--- src/rtl/byte_prog_seq.sv ---
module byte_prog_seq #(
  parameter int AW          = 15,
  parameter int SETUP_CYC   = 2,
  parameter int PULSE_CYC   = 26,
  parameter int HOLD_CYC    = 2,
  parameter int SETTLE_CYC  = 2,
  parameter int TIMEOUT_CYC = 7000
)(
  input  logic          clk,
  input  logic          rst_n,
  input  logic          in_valid,
  output logic          in_ready,
  input  logic [AW-1:0] in_addr,
  input  logic [7:0]    in_data,
  input  logic          cfg_use_poll,
  input  logic          cfg_verify,
  output logic [AW-1:0] prg_addr,
  output logic [7:0]    data_out,
  output logic          data_oe,
  input  logic [7:0]    data_in,
  output logic [4:0]    mode_sel,
  output logic          vpp_en,
  output logic          prog_n,
  input  logic          rdy_busy,
  output logic          byte_done,
  output logic          byte_err,
  output logic [1:0]    err_code,
  output logic [AW-1:0] err_addr
);
  localparam int M1   = (SETUP_CYC > PULSE_CYC) ? SETUP_CYC : PULSE_CYC;
  localparam int M2   = (M1 > HOLD_CYC) ? M1 : HOLD_CYC;
  localparam int M3   = (M2 > SETTLE_CYC) ? M2 : SETTLE_CYC;
  localparam int MAXC = (M3 > TIMEOUT_CYC) ? M3 : TIMEOUT_CYC;
  localparam int CW   = $clog2(MAXC + 1) + 1;

  localparam logic [CW-1:0] SU_LAST = CW'(SETUP_CYC - 1);
  localparam logic [CW-1:0] PW_LAST = CW'(PULSE_CYC - 1);
  localparam logic [CW-1:0] HD_LAST = CW'(HOLD_CYC - 1);
  localparam logic [CW-1:0] TO_LAST = CW'(TIMEOUT_CYC - 1);
  localparam logic [CW-1:0] SETTLE  = CW'(SETTLE_CYC);

  localparam logic [4:0] MODE_WR = 5'b01111;
  localparam logic [4:0] MODE_RD = 5'b00011;
  localparam logic [1:0] E_NONE  = 2'b00;
  localparam logic [1:0] E_TMO   = 2'b01;
  localparam logic [1:0] E_MIS   = 2'b10;

  typedef enum logic [2:0] {
    S_IDLE, S_SETUP, S_RAISE, S_STROBE, S_HOLD, S_WAIT, S_VERIFY
  } st_t;

  st_t           st;
  logic [CW-1:0] cnt;
  logic [AW-1:0] a_q;
  logic [7:0]    d_q;
  logic          poll_q, vfy_q;
  logic          writing, complete;

  assign writing  = (st == S_SETUP) || (st == S_RAISE) || (st == S_STROBE) || (st == S_HOLD);
  assign complete = poll_q ? (data_in[7] == d_q[7]) : rdy_busy;

  assign in_ready = (st == S_IDLE);
  assign prg_addr = a_q;
  assign data_out = d_q;
  assign data_oe  = writing;
  assign vpp_en   = (st == S_RAISE) || (st == S_STROBE) || (st == S_HOLD) || (st == S_WAIT);
  assign prog_n   = (st != S_STROBE);
  assign mode_sel = (writing || (st == S_WAIT && !poll_q)) ? MODE_WR : MODE_RD;

  always_ff @(posedge clk or negedge rst_n) begin
    if (!rst_n) begin
      st        <= S_IDLE;
      cnt       <= '0;
      a_q       <= '0;
      d_q       <= '0;
      poll_q    <= 1'b0;
      vfy_q     <= 1'b0;
      byte_done <= 1'b0;
      byte_err  <= 1'b0;
      err_code  <= E_NONE;
      err_addr  <= '0;
    end else begin
      byte_done <= 1'b0;
      byte_err  <= 1'b0;
      case (st)
        S_IDLE: if (in_valid) begin
          a_q    <= in_addr;
          d_q    <= in_data;
          poll_q <= cfg_use_poll;
          vfy_q  <= cfg_verify;
          cnt    <= '0;
          st     <= S_SETUP;
        end
        S_SETUP: begin
          cnt <= cnt + 1'b1;
          if (cnt == SU_LAST) begin cnt <= '0; st <= S_RAISE; end
        end
        S_RAISE: begin
          cnt <= cnt + 1'b1;
          if (cnt == SU_LAST) begin cnt <= '0; st <= S_STROBE; end
        end
        S_STROBE: begin
          cnt <= cnt + 1'b1;
          if (cnt == PW_LAST) begin cnt <= '0; st <= S_HOLD; end
        end
        S_HOLD: begin
          cnt <= cnt + 1'b1;
          if (cnt == HD_LAST) begin cnt <= '0; st <= S_WAIT; end
        end
        S_WAIT: begin
          cnt <= cnt + 1'b1;
          if (cnt >= SETTLE && complete) begin
            cnt <= '0;
            if (vfy_q) st <= S_VERIFY;
            else begin
              st        <= S_IDLE;
              byte_done <= 1'b1;
              err_code  <= E_NONE;
            end
          end else if (cnt == TO_LAST) begin
            st        <= S_IDLE;
            byte_done <= 1'b1;
            byte_err  <= 1'b1;
            err_code  <= E_TMO;
            err_addr  <= a_q;
          end
        end
        S_VERIFY: begin
          cnt <= cnt + 1'b1;
          if (cnt == SETTLE) begin
            st        <= S_IDLE;
            byte_done <= 1'b1;
            if (data_in != d_q) begin
              byte_err <= 1'b1;
              err_code <= E_MIS;
              err_addr <= a_q;
            end else begin
              err_code <= E_NONE;
            end
          end
        end
        default: st <= S_IDLE;
      endcase
    end
  end
endmodule

--- config.mk ---
export PLATFORM = sky130hd
export DESIGN_NAME = byte_prog_seq
export DESIGN_NICKNAME = d
export VERILOG_FILES = /design/src/rtl/byte_prog_seq.sv
export SDC_FILE = /design/constraint.sdc
export NUM_CORES = 1
export LEC_CHECK = 0
export BUFFER_PORTS_ARGS = -buffer_cell sky130_fd_sc_hd__buf_2
export CAP_MARGIN = 20
export CORE_ASPECT_RATIO = 1.1
export CORE_UTILIZATION = 48
export DETAILED_ROUTE_END_ITERATION = 7
export GPL_TIMING_DRIVEN = 0
export PLACE_DENSITY = 0.85
export SYNTH_ARGS = -nofsm -noshare
export SYNTH_HDL_FRONTEND = slang
export SYNTH_SLANG_ARGS = --single-unit
export TNS_END_PERCENT = 100
--- constraint.sdc ---
create_clock -name clk -period 1.99 [get_ports clk]
set_input_delay 0.199 -clock clk [delete_from_list [all_inputs] [get_ports clk]]
set_output_delay 0.199 -clock clk [all_outputs]
set_load 0.1 [all_outputs]
==> out/metrics.sh, run 1 <==
GRT_USE_MET2_PCT=43.4
VIAS_IN_THE_FIRST_GLOBAL_ROUTE=2785
GRT_OVERFLOW=0
FP.DIEH_MICRONS=88.7
SYNTH.LIB_CELLS_USED.DISTINCT=55
WL_PER_CELL_MICRONS=19.3
CLOCK-ROOT-BUFFER='sky130_fd_sc_hd__clkbuf_8'
TIMING.CRITICAL_PATH.ARRIVAL_PS=2480
AREA.GROWTH.SYNTH_TO_FINAL_PCT=45.6
TIMING.CRITICAL_PATH.FROM='cnt[1]$_DFFE_PN0P_'
POSTROUTEWIRELENGTH_MM=9.74
GRT_SETUP_UNREPAIRED='true'
FP.DIEW_MICRONS=80.8
SYNTH-EDFF-COUNT=0
PLACED_CELLS=460
MIN_PATH_CELLS=2
SYN-INSTANCE-COUNT=292
DETAILEDPLACEMENTHPWL_MM=5.71
YOSYS_WARNINGS=0
TOTAL_CORE_AREA_SQ_MM=0.00659
HOLDCRITPATHCLASS='input pin to register'
HOLD_SLACK_PS=71.2
SYN_AVG_CELL_AREA_SQ_UM=11.2
TIMING.FMAX_MHz=446
DRT.ANTENNA.VIOLATING_NETS=0
WORSTSETUPSTARTPOINTTYPE='register'
CRITICALPATHCATEGORY='register to register'
ANTENNADIODECOUNT=0
GRT.BUSIEST_LAYER='met2'
TIMING_WORST_SLEW_PIN_VALUE_PS=881
GRT_MAX_DEGREE=38
TIMING.FINAL.MAX_SLEW_VIOLATIONS=0
POST-ROUTE-MIN-PERIOD_PS=2240
GROUTE.LAYER.MET1.USAGE_PCT=30.1
SYNTH-MAIN-FF-CELL='sky130_fd_sc_hd__dfrtp_1'
VIAS_POST_DR=3077
NUMBER_OF_CTS_INSERTED_BUFFERS=9
TOTAL_NEGATIVE_SETUP_SLACK_PS=-5560
FINAL_LAYOUT_SIZE_SUFFIX_GT1_SHARE_PCT=61.2
FINCLKSKEW_PS=16.9
WORSTREG2REGSTART='cnt[1]$_DFFE_PN0P_'
FINALNETCOUNT=458
SYNTHESIS.AREA_SQ_MM=0.00328
HTREEDEPTH=3
GRT_ANTENNA_BEFORE_REPAIR=0
DRTPASS1ITERATIONS=5
GRT_USE_TOTAL_PCT=25.2
YOSYSSEQAREASHARE_PCT=46.5
PLACEMENT.IO_BUFFERS=84
ASYNC_FLOP_SHARE_PCT=100
POST-ROUTE-PERIOD-UTIL_PCT=113
YOSYS_REG_BITS=61
REQUIRED_TIME_OF_THE_CRITICAL_PATH_PS=2220
DESIGN_AREA_SQ_MM=0.00478
NUM_IO_PINS=88
FAILED_CHECKS='negative setup slack'
DR.FIRST_ITER.DRC_COUNT=303
CRIT_FANOUT=10
VIAS_PER_CELL=6.09
ROWS=31
CLK_LATENCY_PS=350
HOLD_VIOLATIONS=0
CTS_TREE='built'
FINAL.SETUP.WORST_SLACK_PS=-255
CTS-ROOT-TO-SINK-BUFFERS=2
FINAL-INSTANCE-COUNT-EXCL-FILL=505
MET3_USAGE_PCT=4.43
CLKSINKCOUNT=61
FLOORPLAN.INITIALDENSITY_PCT=49.8
GRT_PASS1_WL_MM=13.5
SLEW_HEADROOM_PCT=41.3
POSTPLACECELLAREA_SQ_MM=0.00410
CTS.CLK_SLEW.WORST_PATHS_PS=90
MAX-CAP-VIOLATIONS=0
FP.DIEAREA_SQ_MM=0.00717
FINAL_SETUP_FAILS=35
GP_CONGESTION=0.922
RUN_STATUS='complete, but fails checks'
R2R.WORST_PATH.CELLS=7
STARTPOINT_OF_THE_WORST_HOLD_PATH='in_data[0]'
POST-ROUTE-DRC-COUNT=0
WORST_SETUP_PATH_END_KIND='register'
[routing by layer]
metal	up-vias	wire [microns]
met1	1488	3680
met4	0	589
met5	-	0
met2	201	4920
met3	60	543
li1	1328	-
[flip-flops by register name (all words and copies together), names as in the netlist]
name,cells
byte_done,1
byte_err,1
cnt,14
data_out,8
err_addr,15
err_code,2
poll_q,1
prg_addr,15
st,3
vfy_q,1
[timing repair]
item,4_1_cts,5_1_grt
setup buffers,11,15
gates cloned,1,1
gates resized for setup,43,36
pin swaps,11,13
endpoints found under the hold margin,36,0
setup endpoints to repair,38,36
hold buffers,1,0
[per-stage QoR]
step / util, % / worst slack (ps)
after detailed placement: 62.1 / -322
after global routing: 72.4 / -266
final: 72.4 / -255
after CTS: 68.5 / -84.0
after floorplan: - / -471
after global placement: 61.7 / -250
[cell usage in the layout (no fill, tap or decap), drive strengths merged, types with 2 or more instances in the layout]
cell,n
a21oi,14
nor2,9
o31ai,3
clkinv,3
inv,10
xor2,11
o31a,3
nand3b,2
conb,3
nor3,7
and2,3
mux2,42
dfrtp,61
a21o,2
ha,3
a31o,2
clkbuf,13
buf,129
o2bb2ai,2
o21ai,13
xnor2,4
nand3,12
and3,4
nor4,11
nor3b,3
nor4b,2
or3,2
nand4,8
o21a,2
nand2,15
nor2b,2
o211ai,6
[cell families (layout without fill, tap and decap cells)]
| kind of cell | after synthesis | count (layout) | synth area share, % |
|---|---|---|---|
| buffers and inverters | 27 | 157 | 4.16 |
| AO/OA/AOI/OAI | 55 | 55 | 12.0 |
| flip-flops | 61 | 61 | 46.5 |
| multiplexers | 43 | 43 | 15.9 |
| AND/OR/NAND/NOR | 86 | 86 | 16.1 |
| adder cells (fa/ha/maj) | 3 | 3 | 1.14 |
| XOR/XNOR | 15 | 15 | 4.00 |
| other | 2 | 3 | 0.229 |
[cells in the mapped netlist, types with 3 or more instances]
cell type / count / area (sq um)
sky130_fd_sc_hd__o31a_1: 3 / 26.3
sky130_fd_sc_hd__nand2_1: 15 / 56.3
sky130_fd_sc_hd__nor2_1: 9 / 33.8
sky130_fd_sc_hd__a21oi_1: 14 / 70.1
sky130_fd_sc_hd__nand4_1: 7 / 43.8
sky130_fd_sc_hd__ha_1: 3 / 37.5
sky130_fd_sc_hd__and2_1: 3 / 18.8
sky130_fd_sc_hd__buf_4: 5 / 37.5
sky130_fd_sc_hd__clkbuf_1: 6 / 22.5
sky130_fd_sc_hd__and3_1: 4 / 25.0
sky130_fd_sc_hd__inv_1: 7 / 26.3
sky130_fd_sc_hd__nor3b_1: 3 / 22.5
sky130_fd_sc_hd__xor2_1: 11 / 96.3
sky130_fd_sc_hd__xnor2_1: 4 / 35.0
sky130_fd_sc_hd__nand3_1: 12 / 60.1
sky130_fd_sc_hd__mux2_2: 32 / 360
sky130_fd_sc_hd__nor3_1: 6 / 30.0
sky130_fd_sc_hd__o211ai_1: 6 / 45.0
sky130_fd_sc_hd__nor4_1: 9 / 56.3
sky130_fd_sc_hd__o21ai_0: 13 / 65.1
sky130_fd_sc_hd__mux2_4: 10 / 150
sky130_fd_sc_hd__dfrtp_1: 61 / 1530
sky130_fd_sc_hd__buf_2: 7 / 35.0
[final timing paths]
path | to | slack, ps
max | err_addr[7]$_DFFE_PN0P_ | -250
min | data_out[0]$_DFFE_PN0P_ | 70
max reg2reg | err_addr[7]$_DFFE_PN0P_ | -250
min reg2reg | err_addr[8]$_DFFE_PN0P_ | 510
max in group asynchronous | data_out[1]$_DFFE_PN0P_ | 820
min in group asynchronous | data_out[0]$_DFFE_PN0P_ | 520
[area by class of cell]
class                      count  area, sq um
buffer                        20          214
clock inverter                 7         56.3
tap                           82          103
multi-input combinational    205         1980
timing repair buffer         114          716
fill                         433         1820
clock buffer                   9          124
sequential                    61         1550
inverter                       7         26.3
[critical path: stages, from the launching register on]
cell and delay (ps):
sky130_fd_sc_hd__dfrtp_2 480, sky130_fd_sc_hd__ha_1 260, sky130_fd_sc_hd__and4bb_2 280, sky130_fd_sc_hd__nand4_1 260, sky130_fd_sc_hd__nor2_2 270, sky130_fd_sc_hd__a22oi_4 130
sky130_fd_sc_hd__buf_12 170, sky130_fd_sc_hd__mux2_4 300
Power of run 1 is not shown: default switching activity piles up to over one toggle a cycle in this logic, so the estimate is an artifact.
==> run 2: changes to the inputs <==
--- a/config.mk
+++ b/config.mk
@@ -8,10 +8,10 @@
 export BUFFER_PORTS_ARGS = -buffer_cell sky130_fd_sc_hd__buf_2
 export CAP_MARGIN = 20
 export CORE_ASPECT_RATIO = 1.1
-export CORE_UTILIZATION = 48
+export CORE_UTILIZATION = 25
 export DETAILED_ROUTE_END_ITERATION = 7
 export GPL_TIMING_DRIVEN = 0
-export PLACE_DENSITY = 0.85
+export PLACE_DENSITY = 0.54
 export SYNTH_ARGS = -nofsm -noshare
 export SYNTH_HDL_FRONTEND = slang
 export SYNTH_SLANG_ARGS = --single-unit
==> constraint.sdc (replaced) <==
create_clock -name clk -period 1.99 [get_ports clk]
set_input_delay 0.2985 -clock clk [delete_from_list [all_inputs] [get_ports clk]]
set_output_delay 0.2985 -clock clk [all_outputs]
set_load 0.1 [all_outputs]
==> out/metrics.sh, run 2 (synthesis results as in run 1) <==
RUN_STATUS='complete, but fails checks'
FAILED_CHECKS='design-rule violations, negative setup slack'
TIMING.FMAX_MHz=469
TIMING.RR.END='err_addr[8]$_DFFE_PN0P_'
FLOORPLAN.INITIALDENSITY_PCT=25.8
SEQCELLAREA_SQ_MM=0.00155
ANTENNADIODECOUNT=0
DRT.ANTENNA.VIOLATING_NETS=0
HTREEDEPTH=3
CTS-ROOT-TO-SINK-BUFFERS=2
CRIT_FANOUT=10
FP.DIEW_MICRONS=111
HOLDCRITPATHCLASS='input pin to async pin'
FP.DIEH_MICRONS=122
TIMING.FINAL.MAX_SLEW_VIOLATIONS=0
FINAL.SETUP.WORST_SLACK_PS=-141
CTS_HOLD_BUF=0
FINALNETCOUNT=463
GRT_OVERFLOW=0
R2R.WORST_PATH.CELLS=7
PLACED_CELLS=534
CTS_TREE='built'
FINAL_SETUP_FAILS=30
VIAS_IN_THE_FIRST_GLOBAL_ROUTE=2843
FINAL-INSTANCE-COUNT-EXCL-FILL=585
MAX-CAP-VIOLATIONS=0
GRT_MAX_DEGREE=62
WORSTSETUPSTARTPOINTTYPE='register'
CRITICALPATHCATEGORY='register to register'
DETAILEDPLACEMENTHPWL_MM=5.81
POST-ROUTE-MIN-PERIOD_PS=2130
REQUIRED_TIME_OF_THE_CRITICAL_PATH_PS=2190
HOLD_VIOLATIONS=0
GRT_SETUP_UNREPAIRED='true'
GRT_PASS1_WL_MM=14.2
CLK_LATENCY_PS=330
WORSTREG2REGSTART='cnt[12]$_DFFE_PN0P_'
POST-ROUTE-DRC-COUNT=5
MOST_COMMON_LIBRARY_CELL_IN_THE_LAYOUT_IGNORING_FILL_AND_TAPS='sky130_fd_sc_hd__buf_2'
PLACEMENT.IO_BUFFERS=84
RRSETUPSLACK_PS=-140
NUM_IO_PINS=88
AREA.GROWTH.SYNTH_TO_FINAL_PCT=53.3
POST-ROUTE-PERIOD-UTIL_PCT=107
SLEW_HEADROOM_PCT=48.9
MULTI_INPUT_AREA_SQ_MM=0.00195
CTS.CLK_SLEW.WORST_PATHS_PS=60
CLOCK-ROOT-BUFFER='sky130_fd_sc_hd__clkbuf_16'
FP.DIEAREA_SQ_MM=0.0136
TIMING.CRITICAL_PATH.ARRIVAL_PS=2330
FINAL_LAYOUT_SIZE_SUFFIX_GT1_SHARE_PCT=60.0
FINCLKSKEW_PS=6.54
DR.FIRST_ITER.DRC_COUNT=84
FILLERS=1245
WL_PER_CELL_MICRONS=15.0
CLKSINKCOUNT=61
GP_CONGESTION=0.813
COMMONEST_NON_FILL_NON_TAP_CELLS_IN_THE_LAYOUT='79 x sky130_fd_sc_hd__buf_2, 46 x sky130_fd_sc_hd__dfrtp_1, 40 x sky130_fd_sc_hd__buf_4'
NUMBER_OF_CTS_INSERTED_BUFFERS=9
GRT_USE_TOTAL_PCT=13.2
DRTPASS1ITERATIONS=6
TIMING_WORST_SLEW_PIN_VALUE_PS=767
WORST_SETUP_PATH_END_KIND='register'
VIAS_POST_DR=2840
GRT_ANTENNA_BEFORE_REPAIR=0
ROWS=43
POSTROUTEWIRELENGTH_MM=8.75
VIAS_PER_CELL=4.85
TOTAL_CORE_AREA_SQ_MM=0.0127
run 2: layout make-up:
cell class              instances  share of cell area [%]
flip-flops and latches         61                    30.9
repair buffers                119                    14.8
plain buffers                  20                    4.40
multi-input cells             205                    38.8
clock inverters                 5                    1.64
well taps                     157                    3.91
inverters                       7                   0.523
clock buffers                  11                    5.03
run 2: worst max path at each step:
stage | startpoint | endpoint | slack [ps] | cells after the start
after detailed placement | cnt[1]$_DFFE_PN0P_ | err_addr[12]$_DFFE_PN0P_ | -360 | 7
after global placement | st[0]$_DFFE_PN0P_ | mode_sel[3] | -330 | 6
after global routing | cnt[12]$_DFFE_PN0P_ | err_addr[12]$_DFFE_PN0P_ | -190 | 7
after floorplan | st[2]$_DFFE_PN0P_ | mode_sel[3] | -570 | 4
after CTS | cnt[8]$_DFFE_PN0P_ | err_addr[8]$_DFFE_PN0P_ | -80 | 7
final | cnt[12]$_DFFE_PN0P_ | err_addr[8]$_DFFE_PN0P_ | -140 | 7
run 2: what timing repair did:
item / CTS / global route
cloned: 1 / 0
setup buffers: 20 / 14
gates resized for setup: 45 / 34
setup endpoints to repair: 40 / 49
pin swaps: 9 / 11
run 2: worst max-delay path: stages (launching register included):
cell and delay, ps:
sky130_fd_sc_hd__dfrtp_2 430, sky130_fd_sc_hd__nor4_4 340, sky130_fd_sc_hd__buf_4 180, sky130_fd_sc_hd__nand4_1 190
sky130_fd_sc_hd__nor3_4 290, sky130_fd_sc_hd__a22oi_4 100, sky130_fd_sc_hd__buf_12 170, sky130_fd_sc_hd__mux2_4 300
run 2: per-stage QoR:
| step | hold slack [ps] | util, % | setup TNS, ps | setup WS, ps | cell area, sq um |
|---|---|---|---|---|---|
| floorplan | 2.91 | - | -13800 | -570 | 3550 |
| global placement | 486 | 32.8 | -7230 | -335 | 4160 |
| detailed placement | 439 | 32.8 | -7620 | -360 | 4170 |
| CTS | 82.9 | 37.8 | -1430 | -75.7 | 4800 |
| global route | 123 | 39.6 | -4350 | -188 | 5030 |
| finish | 36.4 | 39.6 | -2400 | -141 | 5030 |
run 2: per-layer routing:
| layer | routed length (microns) | track usage [%] | vias to the layer above |
|---|---|---|---|
| li1 | - | - | 1327 |
| met1 | 3820 | 16.5 | 1422 |
| met3 | 305 | 1.99 | 13 |
| met4 | 192 | 6.93 | 0 |
| met2 | 4430 | 22.0 | 78 |
| met5 | 0 | 0 | - |
Power of run 2 is left out for the same reason.
==> run 3: changes to the inputs <==
--- a/config.mk
+++ b/config.mk
@@ -12,6 +12,7 @@
 export DETAILED_ROUTE_END_ITERATION = 7
 export GPL_TIMING_DRIVEN = 0
 export PLACE_DENSITY = 0.54
+export SETUP_SLACK_MARGIN = 0.3
 export SYNTH_ARGS = -nofsm -noshare
 export SYNTH_HDL_FRONTEND = slang
 export SYNTH_SLANG_ARGS = --single-unit
==> out/metrics.sh, run 3 (synthesis results as in run 1) <==
RUN_STATUS='complete, but fails checks'
FAILED_CHECKS='design-rule violations, negative setup slack'
CRIT_FANOUT=4
FINALNETCOUNT=469
AREA.GROWTH.SYNTH_TO_FINAL_PCT=58.9
GRT_MAX_DEGREE=62
FLOORPLAN.INITIALDENSITY_PCT=25.8
POST-ROUTE-PERIOD-UTIL_PCT=110
RRSETUPSLACK_PS=-200
GRT_ANTENNA_BEFORE_REPAIR=0
REQUIRED_TIME_OF_THE_CRITICAL_PATH_PS=2180
GROUTE.LAYER.MET1.USAGE_PCT=18.4
DRTPASS1ITERATIONS=6
POST-ROUTE-DRC-COUNT=4
WORST_SETUP_PATH_END_KIND='register'
FP.DIEH_MICRONS=122
DP_WORST_SETUP_SLACK_PS=-376
FINCLKSKEW_PS=8.26
TOTAL_CORE_AREA_SQ_MM=0.0127
GRT_OVERFLOW=0
CRITICALPATHCATEGORY='register to register'
HOLD_VIOLATIONS=0
CTS.CLK_SLEW.WORST_PATHS_PS=60
VIAS_PER_CELL=4.80
GRT_SETUP_UNREPAIRED='true'
TIMING_WORST_SLEW_PIN_VALUE_PS=811
MOST_COMMON_LIBRARY_CELL_IN_THE_LAYOUT_IGNORING_FILL_AND_TAPS='sky130_fd_sc_hd__buf_2'
WL_PER_CELL_MICRONS=15.6
SLEW_HEADROOM_PCT=45.9
FINAL.SETUP.WORST_SLACK_PS=-199
WORSTSETUPSTARTPOINTTYPE='register'
PLACEMENT.IO_BUFFERS=84
CLK_LATENCY_PS=330
GRT_USE_TOTAL_PCT=14.3
CTS_TREE='built'
TIMING.FINAL.MAX_SLEW_VIOLATIONS=0
FP.DIEW_MICRONS=111
GRT.BUSIEST_LAYER='met2'
TIMING.CRITICAL_PATH.ARRIVAL_PS=2380
FINAL_SETUP_FAILS=31
HOLDCRITPATHCLASS='input pin to async pin'
VIAS_POST_DR=2836
GP_CONGESTION=0.827
MAX-CAP-VIOLATIONS=0
FINAL_LAYOUT_SIZE_SUFFIX_GT1_SHARE_PCT=61.1
DETAILEDPLACEMENTHPWL_MM=5.98
MET3_USAGE_PCT=3.68
GRT_PASS1_WL_MM=15.0
CLKSINKCOUNT=61
TIMING.FMAX_MHz=457
ANTENNADIODECOUNT=0
HTREEDEPTH=3
NUM_IO_PINS=88
DRT.ANTENNA.VIOLATING_NETS=0
FP.DIEAREA_SQ_MM=0.0136
GRT_USE_MET2_PCT=22.9
VIAS_IN_THE_FIRST_GLOBAL_ROUTE=2781
NUMBER_OF_CTS_INSERTED_BUFFERS=9
ROWS=43
CTS-ROOT-TO-SINK-BUFFERS=2
COMMONEST_NON_FILL_NON_TAP_CELLS_IN_THE_LAYOUT='79 x sky130_fd_sc_hd__buf_2, 45 x sky130_fd_sc_hd__dfrtp_1, 41 x sky130_fd_sc_hd__mux2_4'
POST-ROUTE-MIN-PERIOD_PS=2190
CLOCK-ROOT-BUFFER='sky130_fd_sc_hd__clkbuf_16'
POSTROUTEWIRELENGTH_MM=9.25
DR.FIRST_ITER.DRC_COUNT=138
-- run 3: cell count changes in the layout (fill, tap and decap cells not counted), sizes merged --
cell	delta
buf	+3
bufinv	-1
clkbuf	+2
clkinv	+2
-- run 3: metrics by stage --
step | cell area [sq um] | util (%) | cells | hold WS, ps | TNS [ps]
after floorplan | 3590 | - | 293 | 2.91 | -14450
after global placement | 4210 | 33.1 | 534 | 490 | -7870
after detailed placement | 4210 | 33.2 | 534 | 458 | -7880
after CTS | 5110 | 40.3 | 586 | 100 | -2860
after global routing | 5210 | 41.1 | 591 | 135 | -5090
final | 5210 | 41.1 | 591 | 43.7 | -2820
-- run 3: worst max-delay path, cell delays in order (launching register included) --
cell	delay [ps]
sky130_fd_sc_hd__dfrtp_2	440
sky130_fd_sc_hd__or4_4	580
sky130_fd_sc_hd__o211ai_1	210
sky130_fd_sc_hd__o211ai_1	220
sky130_fd_sc_hd__buf_4	210
sky130_fd_sc_hd__o21ai_0	240
sky130_fd_sc_hd__o211ai_1	140
-- run 3: metal layers --
metal,up-vias,wire (microns)
met5,-,0
met4,0,170
met3,14,413
met2,79,4490
met1,1396,4170
li1,1347,-
-- run 3: path summary, 6_finish.rpt --
check / start / to / cells after the start
worst max-delay path: cnt[2]$_DFFE_PN0P_ / st[1]$_DFFE_PN0P_ / 6
worst min-delay path: rst_n / cnt[3]$_DFFE_PN0P_ / 1
worst max register to register: cnt[2]$_DFFE_PN0P_ / st[1]$_DFFE_PN0P_ / 6
worst min register to register: err_addr[3]$_DFFE_PN0P_ / err_addr[3]$_DFFE_PN0P_ / 1
max in group asynchronous: rst_n / data_out[7]$_DFFE_PN0P_ / 1
min in group clk: in_addr[12] / prg_addr[12]$_DFFE_PN0P_ / 2
-- run 3: final cells by class --
type / instances / area (sq um)
Inverter: 7 / 26.3
Tap cell: 157 / 196
Clock inverter: 6 / 62.6
Multi-Input combinational cell: 205 / 1960
Sequential cell: 61 / 1560
Timing Repair Buffer: 125 / 925
Fill cell: 1239 / 7480
Buffer: 20 / 249
Clock buffer: 10 / 239
-- run 3: repair_timing --
item	CTS	global route
hold buffers	0	0
gates resized for setup	68	17
endpoints found under the setup margin	62	66
setup buffers	33	5
pin swaps	19	14
cloned	3	0
Power of run 3 is left out for the same reason.
